**src/rtl/pfw_pkg.sv**
```systemverilog
package pfw_pkg;
  // width of a field holding 0..n-1, never below one bit
  function automatic int idx_w(input int n);
    return (n > 1) ? $clog2(n) : 1;
  endfunction
  // width of a field holding 0..n
  function automatic int cnt_w(input int n);
    return $clog2(n + 1);
  endfunction
endpackage

```
**src/rtl/pfw_ep_buf.sv**
```systemverilog
module pfw_ep_buf #(
  parameter int DATA_W = 8,
  parameter int DEPTH  = 8,
  localparam int PTR_W = pfw_pkg::idx_w(DEPTH),
  localparam int CNT_W = pfw_pkg::cnt_w(DEPTH)
) (
  input  logic              clk_i,
  input  logic              rst_ni,
  input  logic              wr_i,
  input  logic [DATA_W-1:0] data_i,
  input  logic              commit_i,
  input  logic              free_i,
  input  logic [CNT_W-1:0]  free_len_i,
  input  logic [PTR_W-1:0]  peek_idx_i,
  output logic [DATA_W-1:0] peek_data_o,
  output logic [CNT_W-1:0]  occ_o,
  output logic [CNT_W-1:0]  open_o
);
  logic [DATA_W-1:0] mem_q [DEPTH];
  logic [PTR_W-1:0]  wr_ptr_q, rd_ptr_q;
  logic [CNT_W-1:0]  occ_q, open_q;
  logic [CNT_W-1:0]  sub_len;

  assign sub_len = free_i ? free_len_i : '0;

  always_ff @(posedge clk_i or negedge rst_ni) begin
    if (!rst_ni) begin
      wr_ptr_q <= '0;
      rd_ptr_q <= '0;
      occ_q    <= '0;
      open_q   <= '0;
    end else begin
      if (wr_i) wr_ptr_q <= wr_ptr_q + PTR_W'(1);
      if (free_i) rd_ptr_q <= rd_ptr_q + PTR_W'(free_len_i);
      occ_q  <= occ_q + CNT_W'(wr_i) - sub_len;
      open_q <= commit_i ? '0 : open_q + CNT_W'(wr_i);
    end
  end

  always_ff @(posedge clk_i) begin
    if (wr_i) mem_q[wr_ptr_q] <= data_i;
  end

  assign peek_data_o = mem_q[rd_ptr_q + peek_idx_i];
  assign occ_o  = occ_q;
  assign open_o = open_q;

  p_occ_bound_r4: assert property (@(posedge clk_i) disable iff (!rst_ni)
    occ_q <= CNT_W'(DEPTH));
  p_open_in_occ_r9: assert property (@(posedge clk_i) disable iff (!rst_ni)
    open_q <= occ_q);
  p_burst_count_r2: assert property (@(posedge clk_i) disable iff (!rst_ni)
    (wr_i && !free_i) |=> occ_q == $past(occ_q) + CNT_W'(1));
  p_commit_clears_r6: assert property (@(posedge clk_i) disable iff (!rst_ni)
    commit_i |=> open_q == '0);
endmodule

```
**src/rtl/pfw_len_queue.sv**
```systemverilog
module pfw_len_queue #(
  parameter int ENT_W = 5,
  parameter int DEPTH = 4,
  localparam int PTR_W = pfw_pkg::idx_w(DEPTH),
  localparam int CNT_W = pfw_pkg::cnt_w(DEPTH)
) (
  input  logic             clk_i,
  input  logic             rst_ni,
  input  logic             push_i,
  input  logic [ENT_W-1:0] ent_i,
  output logic             full_o,
  output logic             valid_o,
  input  logic             ready_i,
  output logic [ENT_W-1:0] ent_o
);
  logic [ENT_W-1:0] q_q [DEPTH];
  logic [PTR_W-1:0] wp_q, rp_q;
  logic [CNT_W-1:0] cnt_q;
  logic             pop;

  assign pop     = valid_o && ready_i;
  assign valid_o = cnt_q != '0;
  assign full_o  = cnt_q == CNT_W'(DEPTH);
  assign ent_o   = q_q[rp_q];

  always_ff @(posedge clk_i or negedge rst_ni) begin
    if (!rst_ni) begin
      wp_q  <= '0;
      rp_q  <= '0;
      cnt_q <= '0;
    end else begin
      if (push_i) wp_q <= (wp_q == PTR_W'(DEPTH - 1)) ? '0 : wp_q + PTR_W'(1);
      if (pop)    rp_q <= (rp_q == PTR_W'(DEPTH - 1)) ? '0 : rp_q + PTR_W'(1);
      cnt_q <= cnt_q + CNT_W'(push_i) - CNT_W'(pop);
    end
  end

  always_ff @(posedge clk_i) begin
    if (push_i) q_q[wp_q] <= ent_i;
  end

  p_no_push_full_r11: assert property (@(posedge clk_i) disable iff (!rst_ni)
    push_i |-> !full_o);
  p_hold_entry_r10: assert property (@(posedge clk_i) disable iff (!rst_ni)
    (valid_o && !ready_i) |=> (valid_o && $stable(ent_o)));
endmodule

```
**src/rtl/pkt_fifo_wr.sv**
```systemverilog
module pkt_fifo_wr #(
  parameter int NUM_EP   = 2,
  parameter int DATA_W   = 8,
  parameter int DEPTH    = 8,
  parameter int LQ_DEPTH = 4,
  localparam int EP_W  = pfw_pkg::idx_w(NUM_EP),
  localparam int PTR_W = pfw_pkg::idx_w(DEPTH),
  localparam int CNT_W = pfw_pkg::cnt_w(DEPTH)
) (
  input  logic              clk_i,
  input  logic              rst_ni,
  input  logic              cs_i,
  input  logic              wr_i,
  input  logic              pkt_end_i,
  input  logic [EP_W-1:0]   addr_i,
  input  logic [DATA_W-1:0] data_i,
  input  logic              auto_en_i,
  input  logic [CNT_W-1:0]  auto_len_i,
  output logic [NUM_EP-1:0] full_o,
  output logic [NUM_EP-1:0] empty_o,
  output logic              len_valid_o,
  input  logic              len_ready_i,
  output logic [EP_W-1:0]   len_ep_o,
  output logic [CNT_W-1:0]  len_o,
  input  logic [EP_W-1:0]   peek_ep_i,
  input  logic [PTR_W-1:0]  peek_idx_i,
  output logic [DATA_W-1:0] peek_data_o
);
  localparam int ENT_W = EP_W + CNT_W;

  logic [CNT_W-1:0]  occ  [NUM_EP];
  logic [CNT_W-1:0]  open [NUM_EP];
  logic [DATA_W-1:0] peek [NUM_EP];
  logic              lq_full, wr_ok, auto_hit, pe_ok, commit, pop;
  logic [CNT_W-1:0]  cnt_next;

  assign wr_ok    = cs_i && wr_i && !full_o[addr_i];
  assign cnt_next = open[addr_i] + CNT_W'(wr_ok);
  assign auto_hit = wr_ok && auto_en_i && (cnt_next == auto_len_i);
  assign pe_ok    = cs_i && pkt_end_i && !lq_full;
  // auto and manual on one edge close the same packet once
  assign commit   = auto_hit || pe_ok;
  assign pop      = len_valid_o && len_ready_i;

  for (genvar e = 0; e < NUM_EP; e++) begin : g_ep
    logic sel;
    assign sel = addr_i == EP_W'(e);
    pfw_ep_buf #(.DATA_W(DATA_W), .DEPTH(DEPTH)) i_buf (
      .clk_i      (clk_i),
      .rst_ni     (rst_ni),
      .wr_i       (wr_ok && sel),
      .data_i     (data_i),
      .commit_i   (commit && sel),
      .free_i     (pop && (len_ep_o == EP_W'(e))),
      .free_len_i (len_o),
      .peek_idx_i (peek_idx_i),
      .peek_data_o(peek[e]),
      .occ_o      (occ[e]),
      .open_o     (open[e])
    );
    assign full_o[e]  = (occ[e] == CNT_W'(DEPTH)) || lq_full;
    assign empty_o[e] = occ[e] == '0;
  end

  assign peek_data_o = peek[peek_ep_i];

  pfw_len_queue #(.ENT_W(ENT_W), .DEPTH(LQ_DEPTH)) i_lq (
    .clk_i  (clk_i),
    .rst_ni (rst_ni),
    .push_i (commit),
    .ent_i  ({addr_i, cnt_next}),
    .full_o (lq_full),
    .valid_o(len_valid_o),
    .ready_i(len_ready_i),
    .ent_o  ({len_ep_o, len_o})
  );

  p_no_overrun_r4: assert property (@(posedge clk_i) disable iff (!rst_ni)
    (cs_i && wr_i && full_o[addr_i]) |=> $stable(occ[$past(addr_i)]) || $past(pop));
  p_auto_len_r7: assert property (@(posedge clk_i) disable iff (!rst_ni)
    (auto_hit && !pop) |=> len_valid_o);
endmodule

```
**config.mk**
```make
export PLATFORM = sky130hd
export DESIGN_NAME = pkt_fifo_wr
export DESIGN_NICKNAME = d
export VERILOG_FILES = /design/src/rtl/pfw_pkg.sv /design/src/rtl/pfw_ep_buf.sv /design/src/rtl/pfw_len_queue.sv /design/src/rtl/pkt_fifo_wr.sv
export SDC_FILE = /design/constraint.sdc
export NUM_CORES = 1
export LEC_CHECK = 0
export BUFFER_PORTS_ARGS = -buffer_cell sky130_fd_sc_hd__clkbuf_2
export CORE_MARGIN = 2
export CORE_UTILIZATION = 45
export CTS_BUF_LIST = sky130_fd_sc_hd__clkbuf_8
export CTS_CLUSTER_DIAMETER = 30
export DETAILED_ROUTE_END_ITERATION = 7
export GPL_ROUTABILITY_DRIVEN = 0
export PLACE_DENSITY = 0.64
export SYNTH_ARGS = -nofsm -noshare
export SYNTH_HDL_FRONTEND = slang
export SYNTH_SLANG_ARGS = --single-unit
```
**constraint.sdc**
```tcl
create_clock -name clk_i -period 8.1 [get_ports clk_i]
set_input_delay 0.405 -clock clk_i [delete_from_list [all_inputs] [get_ports clk_i]]
set_output_delay 0.405 -clock clk_i [all_outputs]
set_load 0.01 [all_outputs]
```
**Yosys cells after proc, flatten, opt, wreduce, memory -nomap -nowiden**

Memory sizes are Yosys's and may differ from the RTL's.
Cells that the tools add are included.

- Logic and storage cells: 85
- Bits in writable memories: 148
- Output and inout port bits: 18
- Register bits: 35
- Input bits: 24
- Memories: 3

Memories:

| name | depth | width | read ports | clocked after memory_dff | wr ports | RTL line | RTL |
|---|---|---|---|---|---|---|---|
| g_ep[0].i_buf.mem_q | 8 | 8 | 1 | 0 | 1 | pfw_ep_buf.sv:19 | `logic [DATA_W-1:0] mem_q [DEPTH];` |
| g_ep[1].i_buf.mem_q | 8 | 8 | 1 | 0 | 1 | pfw_ep_buf.sv:19 |  |
| i_lq.q_q | 4 | 5 | 1 | 0 | 1 | pfw_len_queue.sv:16 | `logic [ENT_W-1:0] q_q [DEPTH];` |

- $add $sub $neg: 17
- Equality and inequality tests: 6
- Bitwise gates (word level): 4
- Reductions and logical operators: 21
- Multiplexer cells: 20
- Order comparisons: 3

Operators with widths:

| kind | number |
|---|---|
| 4-bit two-way mux | 7 |
| 8-bit two-way mux | 3 |
| 4-bit by 1-bit adder with 4-bit output | 5 |
| 1-bit logical AND | 13 |
| 3-bit adder | 4 |
| 4-bit == test, second input constant | 2 |
| 4-bit zero test | 2 |
| 1-bit two-way mux | 8 |
| 4-bit subtractor | 2 |
| 3-bit by 1-bit adder with 3-bit output, second input constant | 2 |
| 2-bit by 1-bit adder with 2-bit output, second input constant | 2 |
| 2-bit == test, second input constant | 2 |
| 4-bit == test | 1 |
| 2-bit greater-or-equal comparator, second input constant | 2 |
| 2-bit two-way mux | 2 |
| 1-bit inverter with 2-bit output | 2 |
| 3-bit by 1-bit adder with 3-bit output | 1 |
| 3-bit == test, second input constant | 1 |
| 1-bit logical OR | 3 |
| 3-bit nonzero test | 1 |
| 3-bit by 1-bit subtractor with 3-bit output | 1 |
| 1-bit zero test | 2 |
| 1-bit by 2-bit less-than comparator with 1-bit output, second input constant | 1 |
| 1-bit inverter | 2 |

**Logic depth before layout (Yosys ltp)**

Gate-level depths: netlist of run 1.

- Depth after elaboration: 12
- Gate-level depth with buffers: 15
- Mapped depth without buffers: 14

**Hierarchy**

Synthesis of run 1 repeated with hierarchy kept, for this count alone.

- Cell total of the unflattened synthesis: 452
- Area total of the unflattened synthesis: 8124.0 um^2

By module, submodules not included:

| module | times used | sequential area each (um^2) | cells an instance | area an instance (um^2) |
|---|---|---|---|---|
| pfw_ep_buf | 2 | 2272.2 | 169 | 3274.4 |
| pfw_len_queue | 1 | 775.7 | 64 | 1158.6 |
| pkt_fifo_wr | 1 | 0.0 | 50 | 416.6 |

**Worst setup path after synthesis of run 1**

No wires, ideal clock.

- Path type: input-to-reg
- Start: input port addr_i
- End: register i_lq.cnt_q[2]
- Required time: 8.020 ns
- Data arrival time: 3.258 ns
- Stages: 15
- Library setup time: 0.080 ns
- Buffers on the path: 3
- Slack: 4.762 ns
- Cell sequence: buf_6 -> clkbuf_1 -> mux2_2 -> ha_1 -> ha_1 -> xnor2_1 -> nand3_1 -> a2111o_1 -> o21a_4 -> clkinv_2 -> buf_8 -> ha_1 -> fa_1 -> xor2_1 -> xnor2_1

- Word-level cells in the longest chain between the ends: 10
- Elaborated cells on any way between the ends: 15
- Those cells by class: add/sub (3); eq/ne (1); mux (5); bitwise (1); reduce/logical (5)

RTL lines:

| item | RTL line | RTL |
|---|---|---|
| from (decl) | pkt_fifo_wr.sv:15 | `input logic [EP_W-1:0] addr_i,` |
| 1-bit inverter with 2-bit output (implied by the code) or 1-bit two-way mux (tied branches) | pkt_fifo_wr.sv:38, pkt_fifo_wr.sv:37 |  |
| 4-bit two-way mux (implied by the code) or 1-bit two-way mux (tied branches) | pkt_fifo_wr.sv:38, pkt_fifo_wr.sv:37 |  |
| 4-bit two-way mux (implied by the code) or 1-bit zero test (tied branches) | pkt_fifo_wr.sv:38, pkt_fifo_wr.sv:37 |  |
| 4-bit two-way mux (implied by the code) or 1-bit logical AND (tied branches) | pkt_fifo_wr.sv:38, pkt_fifo_wr.sv:37 |  |
| 4-bit by 1-bit adder with 4-bit output * | pkt_fifo_wr.sv:38 | `assign cnt_next = open[addr_i] + CNT_W'(wr_ok);` |
| via cnt_next[1] | pkt_fifo_wr.sv:35 | `logic [CNT_W-1:0] cnt_next;` |
| 4-bit == test * | pkt_fifo_wr.sv:39 | `assign auto_hit = wr_ok && auto_en_i && (cnt_next == auto_len_i);` |
| 1-bit logical AND * | pkt_fifo_wr.sv:39 |  |
| 1-bit logical OR * | pkt_fifo_wr.sv:42 | `assign commit = auto_hit \|\| pe_ok;` |
| 3-bit by 1-bit adder with 3-bit output * | pfw_len_queue.sv:34 | `cnt_q <= cnt_q + CNT_W'(push_i) - CNT_W'(pop);` |
| 3-bit by 1-bit subtractor with 3-bit output * | pfw_len_queue.sv:34 |  |
| to (signal assigned) | pfw_len_queue.sv:34 |  |
| to (decl) | pfw_len_queue.sv:18 | `logic [CNT_W-1:0] cnt_q;` |

Mark *: on every way through the listed nets, which the timed path passes. The rest lies on a longest branch. The select of a mux whose other input is x is not followed.
A chain may end at the register's enable or synchronous reset.

**Worst setup path in the final report of run 1**

- Start: register g_ep[0].i_buf.rd_ptr_q[0]
- End: output port peek_data_o[1]

- Word-level cells in the longest chain between the ends: 5

RTL lines:

| item | RTL line | RTL |
|---|---|---|
| from (decl) | pfw_ep_buf.sv:20 | `logic [PTR_W-1:0] wr_ptr_q, rd_ptr_q;` |
| from (signal assigned) | pfw_ep_buf.sv:34 | `if (free_i) rd_ptr_q <= rd_ptr_q + PTR_W'(free_len_i);` |
| 3-bit adder | pfw_ep_buf.sv:44 | `assign peek_data_o = mem_q[rd_ptr_q + peek_idx_i];` |
| memory read 8 x 8 bit | -- |  |
| 8-bit two-way mux (implied by the code) (3 in series) | pkt_fifo_wr.sv:65 | `assign peek_data_o = peek[peek_ep_i];` |
| to (decl) | pkt_fifo_wr.sv:27 | `output logic [DATA_W-1:0] peek_data_o` |

Every way passes these cells. The select of a mux whose other input is x is not followed.

==> results of run 1 <==
[power by group]
group,internal [W],switching [W],leakage [nW]
Sequential,0.00115,0.000111,1.76
Clock,0.000276,0.000328,0.194
Combinational,0.000625,0.000767,1.42
[cells in the mapped netlist, types with 5 or more instances]
cell	count
ha_1	31
edfxtp_1	148
nand2b_1	5
or3_1	5
fa_1	7
mux2_2	23
inv_1	26
nor2b_1	5
a21oi_1	9
o211ai_1	5
and2_1	6
nand2_1	60
xnor2_1	22
a31oi_1	6
mux4_2	13
nor3_1	6
mux2i_1	15
dfrtp_1	35
nor2_1	23
clkbuf_1	12
nand3_1	17
[flip-flops by register name, indices dropped and copies added (netlist names)]
name	cells
i_lq.q_q	20
g_ep.i_buf.mem_q	128
g_ep.i_buf.rd_ptr_q	6
g_ep.i_buf.open_o	8
i_lq.wp_q	2
g_ep.i_buf.occ_o	8
i_lq.rp_q	2
g_ep.i_buf.wr_ptr_q	6
i_lq.cnt_q	3
[worst register-to-register path: cells and delay by family, from the launching register on]
kind	cells	cell delay (ps)
flops	1	410
simple gates	3	930
compound gates	3	700
fa+ha+maj	4	960
xor+xnor	3	490
buf+inv	1	140
[cells in the final DEF (no fill, tap or decap), types with 4 or more instances in the layout]
master	Yosys	final
edfxtp_1	148	148
nand2_1	60	60
clkbuf_2	0	41
dfrtp_1	35	35
ha_1	31	31
inv_1	26	26
mux2_2	23	23
nor2_1	23	23
xnor2_1	22	22
nand3_1	17	17
clkbuf_8	0	17
mux2i_1	15	15
mux4_2	13	13
a21oi_1	9	9
fa_1	7	7
and2_1	6	6
a31oi_1	6	6
or3_1	5	5
nor2b_1	5	5
o211ai_1	5	5
nor3_1	6	5
nand2b_1	5	5
nand4_1	4	4
xnor3_1	4	4
xor2_1	4	4
o21a_1	4	4
o221ai_1	4	4
o21ai_0	4	4
[through the flow]
| stage | cell area, µm² | std cells |
|---|---|---|
| floorplan | 8240 | 550 |
| global placement | 8640 | 803 |
| detailed placement | 8640 | 803 |
| CTS | 9020 | 833 |
| global route | 9020 | 833 |
| finish | 9020 | 833 |
[final cells by class]
cell class,count,share of cell area (%)
flip-flops and latches,183,59.0
multi-input cells,321,30.0
well taps,229,3.18
clock buffers,17,2.59
repair buffers,43,2.44
clock inverters,13,1.64
inverters,27,1.14
[metal layers]
| metal | up-vias | share of wire [%] |
|---|---|---|
| li1 | 2131 | - |
| met4 | 0 | 1.5 |
| met1 | 2283 | 47 |
| met5 | - | 0 |
| met3 | 22 | 3.8 |
| met2 | 97 | 47 |
[how the worst max path moves through the flow]
stage / start / end / slack (ps) / cells past startpoint
2_1_floorplan: addr_i / i_lq.cnt_q[2] / 4760 / 15
3_3_place_gp: peek_idx_i[0] / peek_data_o[1] / 4520 / 9
3_5_place_dp: peek_idx_i[0] / peek_data_o[1] / 4450 / 9
4_1_cts: g_ep[0].i_buf.rd_ptr_q[0] / peek_data_o[1] / 4090 / 8
5_1_grt: g_ep[0].i_buf.rd_ptr_q[0] / peek_data_o[1] / 3920 / 8
6_report: g_ep[0].i_buf.rd_ptr_q[0] / peek_data_o[1] / 4140 / 8
[cell families after synthesis]
group,after synthesis,synth area share (%)
AOI/OAI and AO/OA,56,5.01
xor gates and xnor gates,32,4.35
DFF,183,64.6
adders and majority gates,38,6.41
buffers and inverters,46,2.58
and+or+nand+nor,142,8.07
muxes,53,8.98
==> results by group, run 1 <==
Status
  • Status: completed

Detailed routing
  • Routed wire length: 16,300 µm
  • DRT antenna net count: 0
  • WL/cell: 19.6 µm
  • DR vias: 4,533
  • Iter 0 DRT Violations: 333
  • Residual DRC: 0
  • DR pass1 iterations: 5
  • Vias/cell: 5.44

Setup path
  • CP startpoint kind: flop
  • Critical Path Slowest Stage Cell: xor3_1
  • R2r startpoint: g_ep[0].i_buf.occ_o[0]
  • Crit-path cells: ha_1, fa_1, xor3_1, mux4_2, nor3b_1, a41oi_1, o311a_1, clkbuf_2
  • CP endpoint kind: primary output
  • Worst Path Class, Setup: reg -> out
  • Crit-path max cell delay: 1130 ps
  • Worst Path Required: 7700 ps
  • Crit path DAT: 3560 ps
  • Buf/Inv on CP: 1
  • FF-to-FF setup slack: 4410 ps
  • Worst reg2reg endpoint: i_lq.cnt_q[2]
  • CP max FO: 25
  • Worst R2R Path Depth: 14
  • Worst path top cell family by delay: XOR/XNOR gates

Clock tree
  • Post-CTS resize count: 0
  • Clock tree buffer depth: 2
  • CTS Root Cell: clkbuf_8
  • H-tree Lvls: 4
  • CTS Hold Bufs: 0
  • Sink Count: 183
  • Clock-pin slew on the worst setup and hold paths: 90 ps
  • Worst-skew pair later-pin latency: 460 ps
  • CTS tree: built
  • Post-CTS setup buffer count: 0
  • Clock buffer count from CTS: 17

Yosys
  • Synthesis warning total: 0
  • EDFF count, synth: 148
  • Synth Cell Area: 0.00824 mm²
  • Syn avg cell area: 15.0 µm²
  • Largest area contributor in the netlist: edfxtp_1
  • Unique masters post-synth: 56
  • Yosys reg bits: 183
  • Top FF cell, synth: edfxtp_1
  • Register area share after synthesis: 64.6%
  • Share of the synthesized area in the top cell type: 54.0%
  • Top cells by area, synth: edfxtp_1 (54%), dfrtp_1 (11%), ha_1 (4.7%)
  • Ys async rst share: 19.1%
  • Post-Syn Instances: 550
  • Syn_nets: 612

Floorplan
  • Core box area: 0.0180 mm²
  • Ports: 42
  • Site Rows: 49
  • Die span in x: 139 µm
  • Die Y: 139 µm
  • Die Area: 0.0194 mm²
  • Starting Density: 45.8%

Timing
  • Worst slew margin: 15.8%
  • Final setup viols: 0
  • Worst slew pin tran: 1250 ps
  • Period utilization: 48.9%
  • Final Hold Fails: 0
  • TNS Setup: 0 ps
  • Unrepaired setup endpoints after global routing: no
  • Max Slew Vio Count: 0
  • Final worst slack: 4140 ps
  • Hold WS: 70.1 ps
  • Fin crit period: 3960 ps
  • Clock Skews: 6.77 ps
  • Peak Freq: 0.252 GHz

Place
  • Detailed Place HPWL: 11,200 µm
  • Place WS: 4450 ps
  • IO Port Bufs: 41

Global routing
  • Number of global-route vias before repair: 4,628
  • Met2 Usage GRT: 27.2%
  • Met3 Use GR: 3.82%
  • Met1 global-route usage: 25.6%
  • Tot GR Track Use: 17.8%
  • Gr busiest metal: met2
  • Overflow after GRT: 0
  • First-pass GRT wire length: 26,300 µm
  • Largest net degree at the start of global routing: 36
  • Antenna violations before repair: 0

Finish
  • Fillcell total: 1,497
  • Area Growth Syn to Fin: 9.51%
  • # diodes: 0
  • Layout cell share with drive strength beyond 1: 19.5%
  • NumNets Final: 655
  • Area occupied by multi-input gates: 0.00271 mm²
  • Seq. cell area: 0.00532 mm²
  • Final design utilization: 50.2%

Pwr
  • Worst IR drop on VDD: 146 µV
  • PD cells: 362 mW/mm²
  • Leak: 3.37 nW
  • Total power: 0.00326 W

Worst hold path
  • Hold crit path type: in -> async

Job
  • Max-cap check violation count: 0
Note: power is estimated with default switching activity, not from simulation.
==> run 2: changes to the inputs <==
==> constraint.sdc (replaced) <==
create_clock -name clk_i -period 3.8 [get_ports clk_i]
set_input_delay 0.19 -clock clk_i [delete_from_list [all_inputs] [get_ports clk_i]]
set_output_delay 0.19 -clock clk_i [all_outputs]
set_load 0.01 [all_outputs]
==> run 2 against run 1 <==
Via count up 0.86%. Critical endpoint is now peek_data_o[7]. Core utilization grew 0.68 points. Cell count increased by 1.7%. Clock power grew 110%. Highest routed layer unchanged. Sequential power grew 110%. Critical path depth stayed put.
==> results by group, run 2 (synthesis results as in run 1) <==
Status
  • Status: completed

Floorplan
  • Die span in x: 139 µm
  • Starting Density: 45.8%
  • Die Y: 139 µm
  • Site Rows: 49
  • Ports: 42
  • Die Area: 0.0194 mm²
  • Core box area: 0.0180 mm²

Global routing
  • Largest net degree at the start of global routing: 36
  • Antenna violations before repair: 0
  • First-pass GRT wire length: 25,900 µm
  • Number of global-route vias before repair: 4,629
  • Tot GR Track Use: 17.4%
  • Overflow after GRT: 0

Clock tree
  • H-tree Lvls: 4
  • Clock buffer count from CTS: 17
  • CTS Root Cell: clkbuf_8
  • Post-CTS setup buffer count: 0
  • CTS tree: built
  • Sink Count: 183
  • Worst-skew pair later-pin latency: 480 ps
  • Clock-pin slew on the worst setup and hold paths: 100 ps
  • Clock tree buffer depth: 2

Setup path
  • CP startpoint kind: flop
  • CP endpoint kind: primary output
  • Crit path DAT: 3430 ps
  • Worst Path Class, Setup: reg -> out
  • Worst Path Required: 3610 ps
  • CP max FO: 22
  • Worst R2R Path Depth: 14

Place
  • IO Port Bufs: 41
  • Detailed Place HPWL: 11,000 µm

Timing
  • Peak Freq: 0.276 GHz
  • Max Slew Vio Count: 0
  • Clock Skews: 19.7 ps
  • Period utilization: 95.3%
  • Worst slew pin tran: 933 ps
  • Final Hold Fails: 0
  • TNS Setup: 0 ps
  • Final setup viols: 0
  • Fin crit period: 3620 ps
  • Worst slew margin: 37.6%
  • Unrepaired setup endpoints after global routing: no
  • Hold WS: 97.8 ps

Detailed routing
  • Vias/cell: 5.40
  • WL/cell: 18.9 µm
  • DRT antenna net count: 0
  • Residual DRC: 0
  • DR pass1 iterations: 5
  • Routed wire length: 16,000 µm
  • DR vias: 4,572
  • Iter 0 DRT Violations: 347

Worst hold path
  • Hold crit path type: in -> reg
  • Hold depth: 3

Finish
  • Most common cell after layout, fill and taps aside: edfxtp_1
  • Layout cell share with drive strength beyond 1: 21.5%
  • Most frequent cells in the layout: edfxtp_1 (148), nand2_1 (60), clkbuf_2 (41), dfrtp_1 (35), ha_1 (30)
  • Fillcell total: 1,487
  • Biggest regs: g_ep.i_buf.mem_q (128), i_lq.q_q (20)
  • Max reg flops: 128
  • Area Growth Syn to Fin: 11.0%
  • Most flop-heavy register: g_ep.i_buf.mem_q
  • NumNets Final: 667
  • # diodes: 0

Pwr
  • PD cells: 763 mW/mm²
  • Leak: 3.44 nW
  • Worst IR drop on VDD: 262 µV

Job
  • Max-cap check violation count: 0
==> run 2: routing by layer <==
metal | global-route usage, % | vias to the layer above | share of wire, %
met1 | 24.1 | 2297 | 46
met2 | 27.7 | 95 | 49
met4 | 6.43 | 0 | 1.8
met3 | 2.99 | 23 | 3.5
met5 | 0 | - | 0
li1 | - | 2157 | -
==> run 2: critical path, cell delays in order, from the launching register on <==
cell and delay (ps):
dfrtp_1 420, ha_1 200, fa_1 440, xnor3_1 550
buf_4 400, mux2i_1 130, a211oi_1 470, a41o_1 200
clkbuf_2 140
==> run 2: final timing paths <==
kind | start | slack (ps) | end
setup / recovery | g_ep[1].i_buf.rd_ptr_q[0] | 180 | peek_data_o[7]
hold / removal | len_ready_i | 100 | i_lq.rp_q[0]
setup reg to reg | g_ep[1].i_buf.occ_o[2] | 250 | i_lq.cnt_q[2]
hold reg to reg | i_lq.cnt_q[2] | 530 | i_lq.cnt_q[2]
max in group asynchronous | rst_ni | 2820 | g_ep[0].i_buf.occ_o[0]
min in group asynchronous | rst_ni | 400 | g_ep[0].i_buf.wr_ptr_q[1]
==> run 2: report_power, final <==
group          total [W]  switching, W  leakage [nW]  internal, W
clock network    0.00128      0.000783         0.200     0.000494
logic            0.00300       0.00164          1.48      0.00136
registers        0.00269      0.000238          1.76      0.00246
total            0.00697       0.00266          3.44      0.00431
==> run 2: repair_timing <==
action                                 4_1_cts  5_1_grt
endpoints found under the hold margin       35        0
setup endpoints to repair                    0        2
resized for setup                            0        4
hold buffers                                 1        0
==> run 2: cell type report <==
type / instances / area (µm²) / share of cell area (%)
tap: 229 / 287 / 3.13
sequential: 183 / 5320 / 58.2
clock inverter: 15 / 160 / 1.75
clock buffer: 17 / 234 / 2.56
inverter: 27 / 103 / 1.12
timing repair buffer: 55 / 313 / 3.42
multi-input combinational: 321 / 2720 / 29.8
==> run 2: metrics by stage <==
stage / instance area (µm²) / power (W) / worst slack [ps] / std cells / util [%]
after floorplan: 8240 / 0.00493 / 486 / 550 / -
after global placement: 8710 / 0.00565 / 297 / 814 / 48.5
after detailed placement: 8710 / 0.00573 / 151 / 814 / 48.5
after CTS: 9120 / 0.00702 / 121 / 847 / 50.8
after global routing: 9140 / 0.00744 / 40.2 / 847 / 50.9
final: 9140 / 0.00697 / 179 / 847 / 50.9
